--- src/rtl/adc_seq_pkg.sv ---
package adc_seq_pkg;
    typedef enum logic [1:0] {
        S_IDLE = 2'd0,
        S_WAIT = 2'd1,
        S_CONV = 2'd2
    } seq_state_e;
endpackage

--- src/rtl/adc_acq_timer.sv ---
module adc_acq_timer #(
    parameter int N_CH  = 8,
    parameter int ACQ_W = 8,
    localparam int CH_W = $clog2(N_CH)
) (
    input  logic             clk,
    input  logic             rst_n,
    input  logic [CH_W-1:0]  chan_sel,
    input  logic [ACQ_W-1:0] acq_cycles,
    output logic [CH_W-1:0]  chan_q,
    output logic             ready
);
    typedef struct packed {
        logic [CH_W-1:0]  ch;
        logic [ACQ_W-1:0] cnt;
    } acq_t;

    acq_t acq_q, acq_d;

    always_comb begin
        acq_d = acq_q;
        if (chan_sel != acq_q.ch) begin
            acq_d.ch  = chan_sel;
            acq_d.cnt = acq_cycles;
        end else if (acq_q.cnt != '0) begin
            acq_d.cnt = acq_q.cnt - 1'b1;
        end
    end

    always_ff @(posedge clk) begin
        if (!rst_n) acq_q <= '0;
        else        acq_q <= acq_d;
    end

    assign chan_q = acq_q.ch;
    assign ready  = (acq_q.cnt == '0) && (chan_sel == acq_q.ch);

    // a channel change with a nonzero wait blocks readiness next cycle
    p_restart_r3: assert property (@(posedge clk) disable iff (!rst_n)
        (chan_sel != chan_q && acq_cycles != '0) |=> !ready);

    // once settled, readiness holds while the channel stays put
    p_ready_hold_r10: assert property (@(posedge clk) disable iff (!rst_n)
        (ready && $stable(chan_sel)) |=> (ready || chan_sel != chan_q));
endmodule

--- src/rtl/adc_result_fmt.sv ---
module adc_result_fmt #(
    parameter int ADC_W = 10,
    parameter int RES_W = 16
) (
    input  logic [ADC_W-1:0] raw,
    input  logic             left,
    output logic [RES_W-1:0] word
);
    localparam int PAD = RES_W - ADC_W;

    generate
        if (PAD == 0) begin : g_full
            assign word = raw;
            logic unused_left;
            assign unused_left = left;
        end else begin : g_pad
            assign word = left ? {raw, {PAD{1'b0}}} : {{PAD{1'b0}}, raw};
        end
    endgenerate
endmodule

--- src/rtl/adc_sequencer.sv ---
module adc_sequencer
    import adc_seq_pkg::*;
#(
    parameter int N_CH  = 8,
    parameter int ADC_W = 10,
    parameter int RES_W = 16,
    parameter int ACQ_W = 8,
    localparam int CH_W = $clog2(N_CH)
) (
    input  logic             clk,
    input  logic             rst_n,
    input  logic [CH_W-1:0]  chan_sel,
    input  logic [ACQ_W-1:0] acq_cycles,
    input  logic             left_just,
    input  logic             go_set,
    input  logic             cmp_event,
    input  logic             auto_start_en,
    input  logic [1:0]       ref_cfg,
    input  logic             irq_clr,
    input  logic             cnv_valid,
    input  logic [ADC_W-1:0] cnv_data,
    output logic             cnv_start,
    output logic [CH_W-1:0]  cnv_chan,
    output logic [1:0]       vref_sel,
    output logic             go_busy,
    output logic [RES_W-1:0] result,
    output logic             done_pulse,
    output logic             irq_flag
);
    localparam int PAD = RES_W - ADC_W;

    typedef struct packed {
        seq_state_e       st;
        logic             go;
        logic             start;
        logic [CH_W-1:0]  ch;
        logic [RES_W-1:0] res;
        logic             done;
        logic             irq;
        logic [1:0]       vref;
    } seq_t;

    seq_t seq_q, seq_d;

    logic [CH_W-1:0]  chan_q;
    logic             acq_ready;
    logic [RES_W-1:0] fmt_word;
    logic             start_req;

    adc_acq_timer #(.N_CH(N_CH), .ACQ_W(ACQ_W)) u_acq (
        .clk       (clk),
        .rst_n     (rst_n),
        .chan_sel  (chan_sel),
        .acq_cycles(acq_cycles),
        .chan_q    (chan_q),
        .ready     (acq_ready)
    );

    adc_result_fmt #(.ADC_W(ADC_W), .RES_W(RES_W)) u_fmt (
        .raw (cnv_data),
        .left(left_just),
        .word(fmt_word)
    );

    assign start_req = go_set | (cmp_event & auto_start_en);

    always_comb begin
        seq_d       = seq_q;
        seq_d.start = 1'b0;
        seq_d.done  = 1'b0;
        seq_d.vref  = ref_cfg;
        if (irq_clr) seq_d.irq = 1'b0;
        unique case (seq_q.st)
            S_IDLE: begin
                if (start_req) begin
                    seq_d.go = 1'b1;
                    if (acq_ready) begin
                        seq_d.start = 1'b1;
                        seq_d.ch    = chan_q;
                        seq_d.st    = S_CONV;
                    end else begin
                        seq_d.st = S_WAIT;
                    end
                end
            end
            S_WAIT: begin
                if (acq_ready) begin
                    seq_d.start = 1'b1;
                    seq_d.ch    = chan_q;
                    seq_d.st    = S_CONV;
                end
            end
            S_CONV: begin
                if (cnv_valid) begin
                    seq_d.res  = fmt_word;
                    seq_d.go   = 1'b0;
                    seq_d.done = 1'b1;
                    seq_d.irq  = 1'b1;
                    seq_d.st   = S_IDLE;
                end
            end
            default: seq_d.st = S_IDLE;
        endcase
    end

    always_ff @(posedge clk) begin
        if (!rst_n) seq_q <= '{st: S_IDLE, default: '0};
        else        seq_q <= seq_d;
    end

    assign cnv_start  = seq_q.start;
    assign cnv_chan   = seq_q.ch;
    assign vref_sel   = seq_q.vref;
    assign go_busy    = seq_q.go;
    assign result     = seq_q.res;
    assign done_pulse = seq_q.done;
    assign irq_flag   = seq_q.irq;

    // a launch only follows a settled acquisition
    p_launch_settled_r3: assert property (@(posedge clk) disable iff (!rst_n)
        $rose(cnv_start) |-> $past(acq_ready));

    // start is one cycle wide
    p_start_pulse_r5: assert property (@(posedge clk) disable iff (!rst_n)
        cnv_start |=> !cnv_start);

    // channel held while converting
    p_chan_hold_r5: assert property (@(posedge clk) disable iff (!rst_n)
        (go_busy && !cnv_start && !done_pulse) |-> $stable(cnv_chan));

    // GO stays set until the sample arrives
    p_go_hold_r4: assert property (@(posedge clk) disable iff (!rst_n)
        (go_busy && !cnv_valid) |=> go_busy);

    // GO only clears together with completion
    p_go_clear_r4: assert property (@(posedge clk) disable iff (!rst_n)
        $fell(go_busy) |-> done_pulse);

    // completion pulse is one cycle wide
    p_done_single_r7: assert property (@(posedge clk) disable iff (!rst_n)
        done_pulse |=> !done_pulse);

    // interrupt flag is sticky
    p_irq_sticky_r7: assert property (@(posedge clk) disable iff (!rst_n)
        (irq_flag && !irq_clr) |=> irq_flag);

    // one side of the result word is zero filled
    p_zero_fill_r6: assert property (@(posedge clk) disable iff (!rst_n)
        done_pulse |-> ((result[RES_W-1:ADC_W] == '0) || (result[PAD-1:0] == '0)));
endmodule

--- config.mk ---
export PLATFORM = sky130hd
export DESIGN_NAME = adc_sequencer
export DESIGN_NICKNAME = d
export VERILOG_FILES = /design/src/rtl/adc_seq_pkg.sv /design/src/rtl/adc_acq_timer.sv /design/src/rtl/adc_result_fmt.sv /design/src/rtl/adc_sequencer.sv
export SDC_FILE = /design/constraint.sdc
export NUM_CORES = 1
export LEC_CHECK = 0
export ABC_AREA = 1
export CORE_AREA = 10 10 54 88
export CTS_CLUSTER_SIZE = 12
export DETAILED_ROUTE_END_ITERATION = 6
export DIE_AREA = 0 0 64 98
export DONT_BUFFER_PORTS = 1
export PLACE_DENSITY = 0.81
export SLEW_MARGIN = 10
export SYNTH_ARGS = -nofsm -noshare
export SYNTH_HDL_FRONTEND = slang
export SYNTH_SLANG_ARGS = --single-unit
--- constraint.sdc ---
create_clock -name clk -period 1.6 [get_ports clk]
set_input_delay 0.16 -clock clk [delete_from_list [all_inputs] [get_ports clk]]
set_output_delay 0.16 -clock clk [all_outputs]
set_load 0.05 [all_outputs]
# Word-level counts from Yosys, hierarchy flattened
# Cells that the tools add are included.
[totals] mem_bits_ro=0 latchBits=0 ramBits=0 ff_bits=38 mem_count=0 wordCells=46
[classes] bitwise=2 n_addsub=1 magnitude_cmp=0 div=0 n_reduce_logical=12 n_eq_ne=7 mul=0 shifts=0 n_mux=14
[ops] op="2-to-1 mux 16 bit" n=1
[ops] op="2-to-1 mux 8 bit" n=2
[ops] op="zero test 8 bit" n=1
[ops] op="one-hot mux 4 bit (2 select lines)" n=1
[ops] op="nonzero test 8 bit" n=1
[ops] op="subtractor 8 x 1 -> 8 bit, second input constant" n=1
[ops] op="2-to-1 mux 7 bit" n=1
[ops] op="2-to-1 mux 2 bit" n=3
[ops] op="inequality test 2 bit, second input constant" n=3
[ops] op="one-hot mux 2 bit (3 select lines)" n=1
[ops] op="AND reduction 2 bit" n=3
[ops] op="AND reduction 3 bit" n=2
[ops] op="nonzero test 2 bit" n=3
[ops] op="2-to-1 mux 4 bit" n=1
[ops] op="equality test 3 bit" n=1
[ops] op="2-to-1 mux 3 bit" n=1
[ops] op="inequality test 3 bit" n=1
[ops] op="equality test 2 x 1 -> 1 bit, second input constant" n=1
[ops] op="equality test 2 bit, second input constant" n=1
[ops] op="zero test 2 bit" n=1
[ops] op="2-to-1 mux 1 bit" n=2
[ops] op="one-hot mux 1 bit (2 select lines)" n=1
[ops] op="bitwise AND 1 bit" n=1
[ops] op="logical AND 1 bit" n=1
[ops] op="bitwise OR 1 bit" n=1

# Depth between registers and ports, before layout
# Gate-level depths: netlist of the first run.
[depth] depth_word=5 ltp_mapped=10

# Modules after synthesis
# From an unflattened synthesis of the first run, not the netlist that was laid out.
[unflattened] cells_unflattened=293 area_unflattened_um2=2029.4
[by_module_without_submodules] mod="adc_sequencer" instances=1 area_per_inst_um2=1171.1 cells_each=146 seq_area_each_um2=540.5
[by_module_without_submodules] mod="adc_acq_timer" instances=1 area_per_inst_um2=693.2 cells_each=108 seq_area_each_um2=220.2
[by_module_without_submodules] mod="adc_result_fmt" instances=1 area_per_inst_um2=165.2 cells_each=39 seq_area_each_um2=0.0

# Worst setup path after synthesis of the first run
# OpenSTA, ideal clock, no wires.
[synth_timing] path_kind="flip-flop to flip-flop" startpoint="reg u_acq.acq_q[0] (netlist name)" endpoint="reg u_acq.acq_q[7] (netlist name)" path_stages_with_launch=10 slack_ns=0.248 required_time_ns=1.484 arrival_ns=1.236 setup_time_ns=0.116 cell_sequence="dfxtp_1 > inv_1 > ha_1 > nand3_1 > nor2_1 > nand2_1 > nand2_1 > inv_1 > nand2_1 > nor2_1"
[synth_between] elab_chain_cells=3 word_cells_on_any_way=5 classes_between="add/sub (1); mux (2); reduce/logical (2)"
[synth_rtl] element="start: declaration" line_no="adc_acq_timer.sv:18" text="acq_t acq_q, acq_d;"
[synth_rtl] element="start signal: assignment" line_no="adc_acq_timer.sv:32" text="else acq_q <= acq_d;"
[synth_rtl] element="subtractor 8 x 1 -> 8 bit" line_no="adc_acq_timer.sv:26" text="acq_d.cnt = acq_q.cnt - 1'b1;"
[synth_rtl] element="2-to-1 mux 8 bit" line_no="adc_acq_timer.sv:25" text="end else if (acq_q.cnt != '0) begin"
[synth_rtl] element="2-to-1 mux 8 bit" line_no="adc_acq_timer.sv:22" text="if (chan_sel != acq_q.ch) begin"
# Several ways; a longest one is shown, not always the timed one. The select of a mux whose other input is x is not followed.
# A chain may end at the register's enable or synchronous reset.

# Final worst setup path of the first run
# Ends and elaborated chain as after synthesis.

==> results.txt, run 1 <==
Register bit total from synthesis = 38
Die area = 0.00627 mm^2
# setup viols final = 0
IO buf count = 0
Largest net degree at the start of global routing = 27
Area Growth Syn to Fin = 8.77%
Placed standard-cell area = 0.00179 mm^2
Reg-to-reg critical path endpoint = u_acq.acq_q[7]
Final nets = 296
Sw Ratio = 28.0%
WL per Instance = 14.2 um
Synth Net Count = 292
Grt ovf = 0
Detail Placement HPWL = 3.31 mm
Design Area, Final = 0.00199 mm^2
Post-Route Utilization = 59.7%
Skew final = 5.20 ps
Slack of the critical path = 132 ps
Synth cell types = 29
CTS root buffer = clkbuf_8
DR DRC count = 0
Hold path depth = 2
Setup TNS = 0 ps
Sequential-to-total area share from yosys stat = 41.7%
CP max stage cell = dfxtp_1
Peak Freq = 681 MHz
Die Wd = 64 um
Synthesized cell area = 0.00183 mm^2
CP endpoint kind = flop
Min-Delay Path Class = in2reg
Static leakage = 0.988 nW
Ant. Diodes = 0
Net switching power = 0.000535 W
Worst slew margin = 63.6%
RSZ-0062 raised after global routing = no
Total global routing track utilization = 13.9%
DR vias/cell = 5.25
Clock power share = 32.2%
Core footprint = 0.00333 mm^2
Crit path buffers/inverters = 2
CTS clk-pin slew, worst paths = 70 ps
Placer Congestion = 0.842
Vias in the first global route = 1615
CTS Buf Count = 5
Die Y = 98 um
End of the worst hold path = result[13]
Antenna violations before repair = 0
Combinational share of power = 13.3%
Setup bufs post-CTS = 0
Status = finished clean
Minimum clock period = 1470 ps
TritonCTS clock tree = built
DR iter-0 viols = 86
Antenna Nets Post-Route = 0
CP cell instances = inv_1, ha_1, nand3_1, nor2_2, nand2_2, nand2_1, inv_1, nand2_1, nor2_1
CP max FO = 7
Pint = 0.00138 W
DR vias = 1623
Family with the most delay on the worst path = simple AND/OR/NAND/NOR gates
Arrival time of the worst setup path = 1650 ps
Worst hold path startpoint = cnv_data[7]
Max clock buf depth = 2
Routed wire length = 4.37 mm
Share of cells above drive strength 1 = 11.0%
Peak VDD IR = 0.623 mV
Sink Count = 38
Max-slew violations = 0
Sequential share of power = 54.5%
Post-synthesis average cell area = 7.02 um^2
Max_cap viols = 0
DR pass1 iterations = 4
Tightest Pin Transition = 546 ps
Total power = 0.00191 W
Final worst-path cycle share = 91.8%
H-tree levels = 2
Hold Vio Cnt, Final = 0
Reg2reg start = u_acq.acq_q[0]
IO Pins = 56
R2r setup slk = 130 ps
CP max stage delay = 310 ps
Worst r2r path cells = 9
Synth Warn # = 0
FP Rows = 28
Cells after Synth = 260
CP startpoint kind = flop
Crit Path Class = reg2reg
Initial cell density of the core = 54.8%
Worst-Skew Late Latency = 290 ps
Place WS = 42.5 ps
Cell area power density = 963 mW/mm^2
CP required = 1780 ps
First-pass GRT wire length = 7.07 mm
==> per-stage QoR <==
| step | instances | hold WS [ps] |
|---|---|---|
| after global placement | 291 | 256 |
| final | 309 | 9.27 |
| after CTS | 309 | 1.74 |
| after global routing | 309 | 6.87 |
| after floorplan | 260 | 253 |
| after detailed placement | 291 | 259 |
==> final cells by class <==
type / count / area [um^2]
fill: 326 / 1340
inverter: 29 / 109
clock inverter: 2 / 10.0
tap: 45 / 56.3
multi-input combinational: 165 / 766
sequential: 38 / 761
timing repair buffer: 25 / 215
clock buffer: 5 / 68.8
==> routing by layer <==
layer | wire, um | vias to the layer above | GRT usage, %
met5 | 0 | - | 0
met4 | 195 | 0 | 9.64
met3 | 425 | 21 | 6.06
met2 | 2270 | 67 | 24.2
met1 | 1480 | 732 | 12.3
li1 | - | 803 | -
==> synthesized netlist by cell type <==
cell type  instances  area share [%]
a21oi_1            4             1.1
a31oi_1            5             1.7
buf_1              1            0.21
buf_2              3            0.82
buf_4             23             9.5
clkbuf_1           1            0.21
clkinv_1           1            0.21
dfxtp_1           38              42
ha_1               1            0.69
inv_1             27             5.6
inv_2              1            0.21
nand2_1           67              14
nand3_1           35             9.6
nand3_2            1            0.55
nand3b_1           1            0.41
nand4_1            1            0.34
nor2_1            26             5.3
nor2_2             2            0.69
nor2_4             1            0.62
nor3_1             1            0.27
o211ai_1           1            0.41
o21a_1             1            0.41
o21ai_0           11             3.0
o21bai_1           1            0.41
o22ai_1            1            0.34
or2_1              2            0.69
or2_2              1            0.34
xnor2_1            1            0.48
xor2_1             1            0.48
==> cell usage in the layout, fill, tap and decap left out, drive strengths merged <==
cell,Yosys,routed
or2,3,3
buf,27,14
nand3b,1,1
o21a,1,1
o21ai,11,11
nor3,1,1
clkbuf,1,5
nand2,67,67
o21bai,1,1
o211ai,1,1
nor2,29,29
ha,1,1
a21oi,4,4
dfxtp,38,38
a31oi,5,5
nand4,1,1
clkinv,1,3
xnor2,1,1
inv,28,28
xor2,1,1
nand3,36,36
o22ai,1,1
dlygate4sd3,0,11
==> power groups by stage <==
| stage | sequential [W] | clock, W | combinational (W) |
|---|---|---|---|
| after global routing | 0.00105 | 0.000659 | 0.000287 |
| after CTS | 0.00104 | 0.000636 | 0.000253 |
| after floorplan | 0.00104 | 0 | 0.000222 |
| after detailed placement | 0.00106 | 0 | 0.000226 |
| final | 0.00104 | 0.000615 | 0.000254 |
| after global placement | 0.00106 | 0 | 0.000221 |
==> repair_timing <==
item	4_1_cts	5_1_grt
endpoints found under the hold margin	10	0
gates resized for setup	0	2
hold buffers	11	0
setup endpoints to repair	0	9
==> worst max-delay path by stage <==
stage / cells past startpoint / slack [ps] / end / startpoint
2_1_floorplan: 9 / 250 / u_acq.acq_q[7] / u_acq.acq_q[0]
3_3_place_gp: 9 / 110 / u_acq.acq_q[7] / u_acq.acq_q[0]
3_5_place_dp: 9 / 40 / u_acq.acq_q[7] / u_acq.acq_q[0]
4_1_cts: 9 / 30 / u_acq.acq_q[7] / u_acq.acq_q[0]
5_1_grt: 9 / 3 / u_acq.acq_q[7] / u_acq.acq_q[0]
6_report: 9 / 130 / u_acq.acq_q[7] / u_acq.acq_q[0]
==> logic make-up after synthesis <==
family                     share of synthesized area (%)
adders and majority gates                          0.685
AOI/OAI and AO/OA                                   7.40
buffers and inverters                               16.7
DFF                                                 41.7
and+or+nand+nor                                     32.6
xor gates and xnor gates                           0.960
==> flip-flops by register name (all words and copies together) (netlist names) <==
signal        count
u_acq.acq_q       8
vref_sel          2
seq_q             2
irq_flag          1
go_busy           1
done_pulse        1
cnv_chan          3
cnv_start         1
result           16
u_acq.chan_q      3
(Power assumes the default switching activity.)
==> run 2: changes to the inputs <==
--- a/config.mk
+++ b/config.mk
@@ -6,12 +6,13 @@
 export NUM_CORES = 1
 export LEC_CHECK = 0
 export ABC_AREA = 1
-export CORE_AREA = 10 10 54 88
+export BUFFER_PORTS_ARGS = -buffer_cell sky130_fd_sc_hd__buf_2
+export CORE_AREA = 2 2 49 85
 export CTS_CLUSTER_SIZE = 12
 export DETAILED_ROUTE_END_ITERATION = 6
-export DIE_AREA = 0 0 64 98
-export DONT_BUFFER_PORTS = 1
-export PLACE_DENSITY = 0.81
+export DIE_AREA = 0 0 51 87
+export PLACE_DENSITY = 0.86
+export RECOVER_POWER = 100
 export SLEW_MARGIN = 10
 export SYNTH_ARGS = -nofsm -noshare
 export SYNTH_HDL_FRONTEND = slang
==> run 2 against run 1 <==
Compared with the run above: largest power group unchanged; critical path depth unchanged; die area fell by 29%; highest routed layer unchanged; utilization shrank 3.9 points; critical path type unchanged; fmax increased by 3.2%.
==> results.txt, run 2 (synthesis gave the netlist of run 1 again) <==
Status = finished clean
Setup bufs post-CTS = 0 (unchanged)
Antenna violations before repair = 0 (unchanged)
TritonCTS clock tree = built
Clock power share = 42.0% (+9.8 points)
Max-slew violations = 0 (unchanged)
Largest net degree at the start of global routing = 19 (-30%)
H-tree levels = 2 (unchanged)
Die area = 0.00444 mm^2 (-29%)
CTS root buffer = clkbuf_8
Detail Placement HPWL = 3.09 mm (-6.5%)
Initial cell density of the core = 48.2% (-6.7 points)
Hold path depth = 3 (+1)
FILL cells = 394 (+21%)
WL per Instance = 11.9 um (-16%)
FP Rows = 30 (+7.1%)
Cell area power density = 1090 mW/mm^2 (+13%)
Max clock buf depth = 2 (unchanged)
Min-Delay Path Class = in2reg
Sw Ratio = 25.7% (-2.3 points)
First-pass GRT wire length = 6.78 mm (-4.2%)
Post-Route Utilization = 55.8% (-3.9 points)
# setup viols final = 0 (unchanged)
DR pass1 iterations = 4 (unchanged)
Placed standard-cell area = 0.00200 mm^2 (+11%)
Final nets = 330 (+11%)
Peak Freq = 703 MHz (+3.2%)
Tightest Pin Transition = 623 ps (+77.1 ps)
CTS Buf Count = 5 (unchanged)
IO Pins = 56 (unchanged)
Routed wire length = 4.13 mm (-5.5%)
Net switching power = 0.000593 W (+11%)
Pint = 0.00172 W (+25%)
CP required = 1790 ps (about the same)
DR vias/cell = 4.95 (-5.7%)
Resized cells post-CTS = 0 (unchanged)
Hold Vio Cnt, Final = 0 (unchanged)
Share of cells above drive strength 1 = 16.7% (+5.7 points)
IO buf count = 55 (+55)
Total global routing track utilization = 19.7% (+5.8 points)
Worst r2r path cells = 9 (unchanged)
Area Growth Syn to Fin = 15.9%
Placer Congestion = 0.806 (-4.3%)
Skew final = 6.15 ps (+0.944 ps)
Most frequent cells in the layout = nand2_1 (66), dfxtp_1 (38), nand3_1 (34)
Grt ovf = 0 (unchanged)
Worst slew margin = 58.6% (-4.9 points)
Sink Count = 38 (unchanged)
DR DRC count = 0 (unchanged)
DR iter-0 viols = 33 (-62%)
Ant. Diodes = 0 (unchanged)
CTS clk-pin slew, worst paths = 80 ps (about the same)
Crit Path Class = reg2reg
Final worst-path cycle share = 88.9% (-2.9 points)
CP startpoint kind = flop
Max reg flops = 16 (unchanged)
Peak VDD IR = 0.817 mV (+31%)
CP max FO = 7 (unchanged)
Max_cap viols = 0 (unchanged)
Sequential share of power = 43.8% (-11 points)
Setup TNS = 0 ps (unchanged)
RSZ-0062 raised after global routing = no
Arrival time of the worst setup path = 1610 ps (-40 ps)
Minimum clock period = 1420 ps (-46.0 ps)
CP endpoint kind = flop
Static leakage = 1.06 nW (+7.6%)
Combinational share of power = 14.2% (+0.9 points)
Core footprint = 0.00379 mm^2 (+14%)
Antenna Nets Post-Route = 0 (unchanged)
Vias in the first global route = 1633 (+1.1%)
Die Wd = 51 um (-20%)
DR vias = 1719 (+5.9%)
Worst-Skew Late Latency = 280 ps (about the same)
Hold_buf cts = 0 (-11)
Design Area, Final = 0.00212 mm^2 (+6.6%)
Die Y = 87 um (-11%)
Commonest non-fill, non-tap cell in the layout = nand2_1
run 2: worst max-delay path, cell delays in order (launching register included):
cell and delay [ps]:
dfxtp_1 310, inv_1 110, ha_2 230, nand3_2 120, nor2_4 140, nand2_2 120, nand2_1 130, inv_1 70
nand2_1 60, nor2_1 40
run 2: layout make-up:
cell class / instances / area, um^2 / area share (%)
inverters: 29 / 109 / 5.14
flip-flops and latches: 38 / 761 / 36.0
repair buffers: 59 / 270 / 12.8
multi-input cells: 165 / 778 / 36.8
clock buffers: 5 / 68.8 / 3.25
clock inverters: 3 / 68.8 / 3.25
well taps: 48 / 60.1 / 2.84
run 2: path summary, 6_finish.rpt:
kind	from	endpoint	slack [ps]
setup / recovery	u_acq.acq_q[0]	u_acq.acq_q[5]	180
hold / removal	ref_cfg[0]	vref_sel[0]	60
setup reg to reg	u_acq.acq_q[0]	u_acq.acq_q[5]	180
hold reg to reg	result[2]	result[2]	470
run 2: power by group through the flow:
stage	clock, W	combinational (W)	sequential (W)
global route	0.00103	0.000368	0.00101
floorplan	0	0.000222	0.00104
global placement	0	0.000311	0.00103
finish	0.000971	0.000329	0.00101
CTS	0.000988	0.000322	0.00101
detailed placement	0	0.000320	0.00103
run 2: metrics by stage:
stage                     setup WS (ps)  std cells  hold slack (ps)  power [W]
final                               178        347             57.0    0.00231
after global routing               47.7        347             67.0    0.00241
after CTS                          38.1        347             49.6    0.00232
after detailed placement           42.5        339              347    0.00135
after global placement              132        339              340    0.00134
after floorplan                     248        260              253    0.00126
run 2: metal layers:
metal / routed length [um] / track usage [%] / vias to the layer above / share of wire, %
met2: 2310 / 36.7 / 53 / 56
met1: 1590 / 20.1 / 786 / 39
met5: 0 / 0 / - / 0
met4: 72 / 9.34 / 0 / 1.7
li1: - / - / 874 / -
met3: 157 / 4.30 / 6 / 3.8
